**src/rtl/blkciph_regs.sv**
```systemverilog
module blkciph_regs #(
  parameter int ADDR_W = 8,
  parameter int LEN_W = 16,
  parameter logic [2:0] REV_MAJOR = 3'd2,
  parameter logic [5:0] REV_MINOR = 6'd9
) (
  input  logic              clk,
  input  logic              rst_n,
  input  logic              wr_en,
  input  logic              rd_en,
  input  logic [ADDR_W-1:0] addr,
  input  logic [31:0]       wdata,
  output logic [31:0]       rdata,
  output logic              core_start,
  output logic [63:0]       core_din,
  output logic [191:0]      core_key,
  output logic [63:0]       core_iv,
  output logic              core_encrypt,
  output logic              core_triple,
  output logic              core_chain,
  input  logic              core_done,
  input  logic [63:0]       core_dout,
  output logic              irq,
  output logic              dma_in_req,
  output logic              dma_out_req
);
  localparam int NKEY = 6;
  localparam logic [ADDR_W-1:0] A_KTOP = ADDR_W'(8'h14);
  localparam logic [ADDR_W-1:0] A_IV0  = ADDR_W'(8'h18);
  localparam logic [ADDR_W-1:0] A_IV1  = ADDR_W'(8'h1C);
  localparam logic [ADDR_W-1:0] A_CTL  = ADDR_W'(8'h20);
  localparam logic [ADDR_W-1:0] A_LEN  = ADDR_W'(8'h24);
  localparam logic [ADDR_W-1:0] A_D0   = ADDR_W'(8'h28);
  localparam logic [ADDR_W-1:0] A_D1   = ADDR_W'(8'h2C);
  localparam logic [ADDR_W-1:0] A_REV  = ADDR_W'(8'h30);
  localparam logic [ADDR_W-1:0] A_DMA  = ADDR_W'(8'h34);
  localparam logic [ADDR_W-1:0] A_STS  = ADDR_W'(8'h3C);
  localparam logic [ADDR_W-1:0] A_IEN  = ADDR_W'(8'h40);
  localparam logic [LEN_W-1:0]  BLK    = LEN_W'(8);

  typedef enum logic [1:0] {PH_IN, PH_RUN, PH_OUT} phase_t;

  logic [31:0] key [NKEY];
  logic [31:0] iv0, iv1;
  logic [2:0] mode;
  logic [LEN_W-1:0] len;
  logic [63:0] din, dout;
  logic [1:0] sts, ien;
  logic dm_go, dm_in, dm_out;
  logic rd0, rd1, in_q, out_q;
  phase_t phase;

  logic in_rdy, out_rdy, len_we, rd0_n, rd1_n;
  assign in_rdy  = (phase == PH_IN) && (len != '0);
  assign out_rdy = (phase == PH_OUT);
  assign len_we  = wr_en && addr == A_LEN;
  assign rd0_n   = rd0 | (rd_en && addr == A_D0);
  assign rd1_n   = rd1 | (rd_en && addr == A_D1);

  function automatic logic [ADDR_W-1:0] key_addr(input int i);
    return A_KTOP - ADDR_W'((i ^ 1) * 4);
  endfunction

  genvar g;
  generate
    for (g = 0; g < NKEY; g++) begin : g_key
      assign core_key[32*g +: 32] = key[g];
    end
  endgenerate

  assign core_din = din;
  assign core_iv = {iv1, iv0};
  assign {core_chain, core_triple, core_encrypt} = mode;
  assign irq = |(sts & ien);
  assign dma_in_req = in_rdy && dm_in && dm_go;
  assign dma_out_req = out_rdy && dm_out && dm_go;

  always_comb begin
    rdata = '0;
    if (rd_en) begin
      case (addr)
        A_IV0: rdata = iv0;
        A_IV1: rdata = iv1;
        A_CTL: rdata = {27'd0, mode, in_rdy, out_rdy};
        A_LEN: rdata = 32'(len);
        A_D0:  rdata = dout[31:0];
        A_D1:  rdata = dout[63:32];
        A_REV: rdata = {21'd0, REV_MAJOR, 2'd0, REV_MINOR};
        A_DMA: rdata = {25'd0, dm_out, dm_in, 4'd0, dm_go};
        A_STS: rdata = {29'd0, sts, 1'b0};
        A_IEN: rdata = {29'd0, ien, 1'b0};
        default: rdata = '0;
      endcase
    end
  end

  always_ff @(posedge clk or negedge rst_n) begin
    if (!rst_n) begin
      for (int i = 0; i < NKEY; i++) key[i] <= '0;
      iv0 <= '0; iv1 <= '0; mode <= '0; len <= '0;
      din <= '0; dout <= '0; sts <= '0; ien <= '0;
      dm_go <= 1'b0; dm_in <= 1'b0; dm_out <= 1'b0;
      rd0 <= 1'b0; rd1 <= 1'b0; in_q <= 1'b0; out_q <= 1'b0;
      core_start <= 1'b0; phase <= PH_IN;
    end else begin
      core_start <= 1'b0;
      in_q <= in_rdy;
      out_q <= out_rdy;
      sts <= ((wr_en && addr == A_STS) ? (sts & wdata[2:1]) : sts)
             | {out_rdy & ~out_q, in_rdy & ~in_q};
      case (phase)
        PH_IN: if (wr_en) begin
          if (addr == A_D0) din[31:0] <= wdata;
          if (addr == A_D1 && in_rdy) begin
            din[63:32] <= wdata;
            core_start <= 1'b1;
            phase <= PH_RUN;
          end
        end
        PH_RUN: if (core_done) begin
          dout <= core_dout;
          rd0 <= 1'b0; rd1 <= 1'b0;
          phase <= PH_OUT;
        end
        default: begin
          rd0 <= rd0_n; rd1 <= rd1_n;
          if (rd0_n && rd1_n) begin
            phase <= PH_IN;
            len <= (len > BLK) ? len - BLK : '0;
          end
        end
      endcase
      if (wr_en) begin
        for (int i = 0; i < NKEY; i++)
          if (addr == key_addr(i)) key[i] <= wdata;
        case (addr)
          A_IV0: iv0 <= wdata;
          A_IV1: iv1 <= wdata;
          A_CTL: mode <= wdata[4:2];
          A_LEN: len <= wdata[LEN_W-1:0];
          A_DMA: {dm_out, dm_in, dm_go} <= {wdata[6], wdata[5], wdata[0]};
          A_IEN: ien <= wdata[2:1];
          default: ;
        endcase
      end
    end
  end
endmodule


```
**config.mk**
```make
export PLATFORM = sky130hd
export DESIGN_NAME = blkciph_regs
export DESIGN_NICKNAME = d
export VERILOG_FILES = /design/src/rtl/blkciph_regs.sv
export SDC_FILE = /design/constraint.sdc
export NUM_CORES = 1
export LEC_CHECK = 0
export BUFFER_PORTS_ARGS = -buffer_cell sky130_fd_sc_hd__buf_4
export CAP_MARGIN = 20
export CORE_MARGIN = 2
export CORE_UTILIZATION = 50
export CTS_CLUSTER_SIZE = 14
export DETAILED_ROUTE_END_ITERATION = 10
export PLACE_DENSITY = 0.77
export SYNTH_ARGS = -nofsm -noshare
export SYNTH_HDL_FRONTEND = slang
export SYNTH_SLANG_ARGS = --single-unit
```
**constraint.sdc**
```tcl
create_clock -name clk -period 2.45 [get_ports clk]
set_input_delay 0 -clock clk [delete_from_list [all_inputs] [get_ports clk]]
set_output_delay 0 -clock clk [all_outputs]
set_load 0.01 [all_outputs]
```
==> metrics.md, run 1 <==
| Metric | Value |
|---|---|
| Largest net degree at the start of global routing | 81 |
| Worst EP required | 2450 ps |
| Critical path data arrival time | 2400 ps |
| Reg2reg setup slack | 140 ps |
| Initial antenna violation count | 1 |
| Nets | 2024 |
| ANT nets after route | 0 |
| Mapped Area | 17250 µm² |
| Worst Skew | 14.78 ps |
| Die area | 35990 µm² |
| Relative max-transition margin | 51.41% |
| Beginning of the worst register-to-register path | len[4] |
| Iteration-0 DRC Markers | 971 |
| Final worst-path cycle share | 97.90% |
| CTS sink count | 417 |
| Count of input and output buffers | 467 |
| Initial Util | 50.30% |
| Sequential fraction of the synthesis area | 60.51% |
| RSZ-0062 raised after global routing | yes |
| Syn Nets | 1452 |
| Filler cells | 2284 |
| Async SR Flop Fraction | 100.0% |
| Placer congestion estimate | 0.8876 |
| DRC Markers | 0 |
| # H-tree levels | 2 |
| Max Slew Vio Count | 0 |
| Power, Total | 16.00 mW |
| Adder-cell share of the synthesized area | 0.07255% |
| Vias per std cell | 5.722 |
| Mux cell area share after synthesis | 21.73% |
| GRT Resource Usage Total | 33.30% |
| Hold Vio Cnt, Final | 6 |
| CORE AREA | 34290 µm² |
| Endpoint class of the critical path | output pin |
| Fraction of layout instances using a drive strength above 1 | 49.54% |
| Hpwl dp | 39980 µm |
| CTS tree | yes |
| TritonRoute pass-1 iters | 7 |
| Outcome | finished, violations left |
| Max Cap Violations | 0 |
| WL final | 59920 µm |
| Die width | 189.7 µm |
| Gr ovfl total | 0 |
| Worst Path Class, Setup | flip-flop to output pin |
| Synth warn | 0 |
| Area contributors post-synth | dfrtp_1 (61%), mux2_2 (21%), nand2_1 (4.9%) |
| R2r worst-path depth | 6 |
| Yosys reg bits | 417 |
| Root buf cell | clkbuf_16 |
| Crit path from | len[11] |
| Simple-gate share of the synthesized area | 8.467% |
| Compound-Gate Fraction of Synth Area | 6.385% |
| Top FF cell, synth | dfrtp_1 |
| Wire per inst | 24.93 µm |
| Syn Inst Count | 1342 |
| Largest family of logic cells by synthesized area | multiplexers |
| First-pass GRT wire length | 90200 µm |
| Max Clk Rate | 0.4169 GHz |
| Syn_area_per_cell | 12.85 µm² |
| Vias in the first global route | 14780 |
| Final setup vio count | 0 |
| Crit path max fanout | 6 |
| Die Y | 189.7 µm |
| Std-Cell Rows | 68 |
| Tmin final | 2399 ps |
| Synth-to-Final Area Change | 40.27% |
| Setup TNS Final | 0 ps |
| EDFF count, synth | 0 |
| PwrDens | 661.2 nW/µm² |
| Worst-case clock buffer depth | 3 |
| Most frequent cells in the layout | buf_4 (513), dfrtp_1 (415), mux2_2 (329) |
| Worst skew pair latency | 580 ps |
| Most common cell after layout, fill and taps aside | buf_4 |
| WHS | -10.76 ps |
| IO Pins | 468 |
| Leakage | 12.69 nW |
| Clock transition at the registers of the reported paths | 60 ps |
| Violated checks | hold timing |
| Synth top area share | 60.51% |
| TritonCTS buffer count | 44 |
| Yosys cell types | 60 |
| Slew @ Worst Pin | 728.9 ps |
| DR vias | 13760 |
| Worst vdd ir | 0.7232 mV |
| Post-synthesis xor/xnor area fraction | 0% |
| CP Launch Type | flip-flop |
| Cell taking the most area after synthesis | dfrtp_1 |
| Hold Crit Class | input port to async pin |
Yosys cell counts, types with 9 or more instances:
library cell / n
o21ai_0: 13
nor2_1: 15
a21oi_1: 40
mux2_2: 329
buf_1: 37
clkbuf_1: 55
dfrtp_1: 417
a222oi_1: 14
nand2_1: 227
buf_2: 19
a22oi_1: 50
nand3_1: 13
a31oi_1: 9
kinds of logic (layout without fill, tap and decap cells):
kind of cell,count (synthesis),in the layout
flops,417,417
mux,333,333
simple gates,315,315
compound gates,158,158
buf+inv,118,724
fa+ha+maj,1,1
other cells,0,1
metrics by stage:
| stage | hold WS, ps | utilization (%) | worst slack (ps) | instance area (µm²) | std cells |
|---|---|---|---|---|---|
| after floorplan | -295.6 | - | 246.8 | 17250 | 1342 |
| after global placement | 22.81 | 62.62 | 220.5 | 21470 | 2204 |
| after detailed placement | 20.17 | 62.70 | 190.7 | 21500 | 2205 |
| after CTS | 14.07 | 70.41 | 15.26 | 24140 | 2399 |
| after global routing | 46.31 | 70.55 | -14.45 | 24190 | 2404 |
| final | -10.76 | 70.55 | 51.45 | 24190 | 2404 |
metal layers:
metal  track usage (%)  part of all wire [%]
met1             40.65                    38
met2             56.62                    50
met3             9.002                   8.7
met4             12.79                   3.6
met5                 0                     0
flip-flops by register name, indices dropped and copies added (netlist names), 3 cells and up:
| signal | flops |
|---|---|
| core_key | 192 |
| core_din | 64 |
| dout | 64 |
| iv0 | 32 |
| iv1 | 32 |
| len | 16 |
| mode | 3 |
worst paths after layout:
kind                                 end
max                           dma_in_req
min                        core_key[102]
max reg2reg                      len[11]
min reg2reg                       sts[0]
max in group asynchronous  core_key[110]
min in group clk                phase[1]
layout make-up:
cell class | instances | area (µm²) | share of cell area (%)
well taps | 455 | 569.3 | 2.353
clock inverters | 24 | 251.5 | 1.040
diodes | 1 | 2.502 | 0.01035
multi-input cells | 807 | 6421 | 26.55
inverters | 4 | 15.01 | 0.06207
clock buffers | 56 | 1237 | 5.116
repair buffers | 640 | 5255 | 21.72
flip-flops and latches | 417 | 10440 | 43.15
what timing repair did:
| item | CTS | global route |
|---|---|---|
| gates resized for setup | 2 | 4 |
| setup buffers | 0 | 4 |
| endpoints found under the hold margin | 831 | 0 |
| hold buffers | 114 | 0 |
| pin swaps | 0 | 2 |
| setup endpoints to repair | 2 | 3 |
where the power goes:
group          internal (mW)  switching (mW)
combinational          0.838           0.807
clock                   4.02            2.87
sequential              7.22           0.236
total                   12.1            3.91
worst max-delay path: stages, from the launching register on:
cell and delay [ps]:
dfrtp_1 460, nor4_4 340, nand4_2 180, nor3_4 220, buf_4 160, nor3_1 80
and3_1 240, buf_4 150
No activity file was read; power rests on OpenSTA's default activity.
==> run 2, diff against run 1 <==
Settings changed: ABC_AREA set to 1.
==> run 2 against run 1 <==
Effect of this change: the run now ends clean; non-clock buffer count is 35 lower; die area is 1.7% lower; critical path depth is 5 higher; clock-buffer cell count is 9 higher; critical endpoint is now rdata[25].
==> metrics.md, run 2 <==
| Metric | Value |
|---|---|
| Hold Vio Cnt, Final | 0 (-6) |
| Gr ovfl total | 0 (unchanged) |
| CORE AREA | 33450 µm² (-2.4%) |
| Setup TNS Final | 0 ps (unchanged) |
| Switching portion of total power | 28.07% (+3.6 points) |
| Wire per inst | 21.34 µm (-14%) |
| Hold Crit Class | input port to async pin |
| PwrDens | 759.1 nW/µm² (+15%) |
| Reg2reg setup slack | 350 ps (+210 ps) |
| Max stage delay on crit path | 550 ps (+90 ps) |
| CTS sink count | 417 (unchanged) |
| Cell taking the most area after synthesis | dfrtp_1 |
| Count of input and output buffers | 467 (unchanged) |
| Max FFs per register | 192 (unchanged) |
| CP Launch Type | input port |
| Syn_area_per_cell | 8.947 µm² (-30%) |
| Endpoint class of the critical path | output pin |
| Worst-case clock buffer depth | 3 (unchanged) |
| Most frequent cells in the layout | nand2_1 (572), buf_4 (492), dfrtp_1 (416) |
| CP Cell Sequence | dlygate4sd3_1 -> buf_4 -> nand2_1 -> nor2_2 -> nand2_1 -> clkinv_2 -> buf_4 -> nand2_1 -> nand2_1 -> a221oi_1 -> nor2_1 -> buf_4 |
| Most common cell after layout, fill and taps aside | nand2_1 |
| WL final | 62470 µm (+4.3%) |
| Inst Count DP | 2744 (+24%) |
| EDFF count, synth | 0 (unchanged) |
| TritonCTS buffer count | 44 (unchanged) |
| Max Cap Violations | 0 (unchanged) |
| Initial antenna violation count | 2 (+1) |
| Reg2reg end | core_din[60] |
| DR vias | 16300 (+19%) |
| Vias in the first global route | 16170 (+9.4%) |
| Worst Path Class, Setup | input port to output pin |
| Sw power | 5.004 mW (+28%) |
| Std-Cell Rows | 67 (-1.5%) |
| Most frequent cell after synthesis | nand2_1 |
| Largest net degree at the start of global routing | 83 (+2.5%) |
| Max Clk Rate | 0.4242 GHz (+1.7%) |
| Seq pwr share | 45.1% (-1.5 points) |
| Synth warn | 0 (unchanged) |
| First-pass GRT wire length | 94930 µm (+5.2%) |
| Slew @ Worst Pin | 722.1 ps (-6.763 ps) |
| Yosys cell types | 34 (-43%) |
| P_int | 12.83 mW (+6.2%) |
| CTS tree | yes |
| Fraction of layout instances using a drive strength above 1 | 25.19% (-24 points) |
| Async SR Flop Fraction | 100.0% (unchanged) |
| Vias per std cell | 5.570 (-2.7%) |
| Worst Skew | 22.07 ps (+7.290 ps) |
| TritonRoute pass-1 iters | 6 (-1) |
| # H-tree levels | 2 (unchanged) |
| RSZ-0062 raised after global routing | no |
| Mapped Area | 16950 µm² (-1.7%) |
| GRT Resource Usage Total | 34.89% (+1.6 points) |
| Clk pwr share | 38.6% (-4.5 points) |
| Hpwl dp | 41990 µm (+5.0%) |
| Final Non-Filler Cells | 2927 (+22%) |
| Synth top area share | 61.58% (+1.1 points) |
| R2r worst-path depth | 8 (+2) |
| Leakage | 12.00 nW (-5.4%) |
| Critical path data arrival time | 2360 ps (-40 ps) |
| Final worst-path cycle share | 96.23% (-1.7 points) |
| Syn Nets | 2004 (+38%) |
| Slowest stage cell, crit path | dlygate4sd3_1 |
| Die Y | 188.1 µm (-0.85%) |
| Crit path max fanout | 23 (+17) |
| Synth top cells by count | nand2_1 (575), dfrtp_1 (417), nor2_1 (210), a21oi_1 (193), o21ai_0 (161) |
| Yosys reg bits | 417 (unchanged) |
| Most common cell on crit path | nand2_1 |
| Clock transition at the registers of the reported paths | 60 ps (about the same) |
| Root buf cell | clkbuf_16 |
| Worst skew pair latency | 540 ps (-40 ps) |
| ANT nets after route | 0 (unchanged) |
| Combinational power share | 16.3% (+6.0 points) |
| Area contributors post-synth | dfrtp_1 (62%), nand2_1 (13%), a21oi_1 (5.7%) |
| DRC Markers | 0 (unchanged) |
| Final setup vio count | 0 (unchanged) |
| Relative max-transition margin | 51.86% (+0.45 points) |
| Nets | 2556 (+26%) |
| Sequential fraction of the synthesis area | 61.58% (+1.1 points) |
| Outcome | finished clean |
| Top FF cell, synth | dfrtp_1 |
| Synth-to-Final Area Change | 38.60% |
| Worst EP required | 2450 ps (about the same) |
| Beginning of the worst register-to-register path | len[7] |
| Die width | 188.1 µm (-0.85%) |
| Syn Inst Count | 1894 (+41%) |
| Tmin final | 2358 ps (-40.94 ps) |
| Worst vdd ir | 0.6309 mV (-13%) |
| IO Pins | 468 (unchanged) |
| Initial Util | 50.66% (+0.37 points) |
| Placer congestion estimate | 0.9912 (+12%) |
| Die area | 35380 µm² (-1.7%) |
| Max Slew Vio Count | 0 (unchanged) |
| Iteration-0 DRC Markers | 1600 (+65%) |
==> run 2: cell count changes in the layout (fill, tap and decap cells not counted), moves of 14 or more <==
cell      before  now
a21oi_1       40  193
buf_4        513  492
o21ai_2        0   14
a22oi_1       50    0
nand2_1      222  572
nand3_1        9   32
clkinv_1       0   29
o21ai_0       13  161
mux2_2       329    0
inv_1          4   57
a222oi_1      14    0
nor2_1        14  208
o21ai_1        1   25
==> run 2: metal layers <==
metal	vias up	part of all wire, %	global-route usage, %
met1	7911	37	43.90
met4	0	5.2	16.35
met5	-	0	0
met3	230	9.3	8.366
met2	956	48	57.20
li1	7206	-	-
==> run 2: layout make-up <==
| type | count | area, µm² |
|---|---|---|
| clock inverters | 12 | 180.2 |
| flip-flops and latches | 417 | 10440 |
| diodes | 2 | 5.005 |
| inverters | 96 | 365.4 |
| multi-input cells | 1282 | 5700 |
| clock buffers | 65 | 1300 |
| well taps | 448 | 560.5 |
| repair buffers | 605 | 4940 |
| fillers | 2466 | 9961 |
==> run 2: through the flow <==
stage	area [µm²]	util (%)	hold slack (ps)	setup slack [ps]	total power, mW
2_1_floorplan	16950	-	-295.6	910.4	9.409
3_3_place_gp	20940	62.61	11.34	446.4	10.76
3_5_place_dp	20940	62.61	27.16	414.2	10.85
4_1_cts	23440	70.06	6.805	31.16	17.80
5_1_grt	23490	70.22	2.111	0.2214	18.52
6_report	23490	70.22	2.698	92.39	17.83
==> run 2: repair_timing <==
action                     CTS  global route
buffers inserted             0             2
pin swaps                    0             1
setup endpoints to repair    1             4
resized for setup            1             5
hold endpoints to repair   519             0
hold buffers               101             0
==> run 2: cells by family (layout without fill, tap and decap cells) <==
group / count (synthesis) / count (layout) / share of synthesized area, %
and+or+nand+nor: 851 / 851 / 19.77
AOI/OAI and AO/OA: 429 / 429 / 13.53
DFF: 417 / 417 / 61.58
buffers and inverters: 195 / 778 / 5.006
adders and majority gates: 1 / 1 / 0.07382
xor gates and xnor gates: 1 / 1 / 0.05169
other: 0 / 2 / 0
==> run 2: how the worst max path moves through the flow <==
stage | start | endpoint | slack, ps | cells after the start
2_1_floorplan | len[3] | len[13] | 910 | 10
3_3_place_gp | len[7] | core_din[52] | 450 | 8
3_5_place_dp | len[7] | core_din[59] | 410 | 8
4_1_cts | len[7] | rdata[1] | 30 | 11
5_1_grt | len[5] | rdata[1] | 0.2 | 11
6_report | addr[3] | rdata[25] | 90 | 12
==> run 2: power by group through the flow <==
| stage | sequential, mW | clock, mW | combinational [mW] |
|---|---|---|---|
| CTS | 8.04 | 6.91 | 2.84 |
| finish | 8.05 | 6.88 | 2.91 |
| detailed placement | 8.15 | 0 | 2.70 |
| global placement | 8.13 | 0 | 2.63 |
| global route | 8.10 | 7.19 | 3.22 |
| floorplan | 8.14 | 0 | 1.27 |
==> run 2: critical path, delay by kind of cell <==
kind,cells,cell delay [ps]
AND/OR/NAND/NOR,6,480
buffers and inverters,5,1570
AO/OA/AOI/OAI,1,290
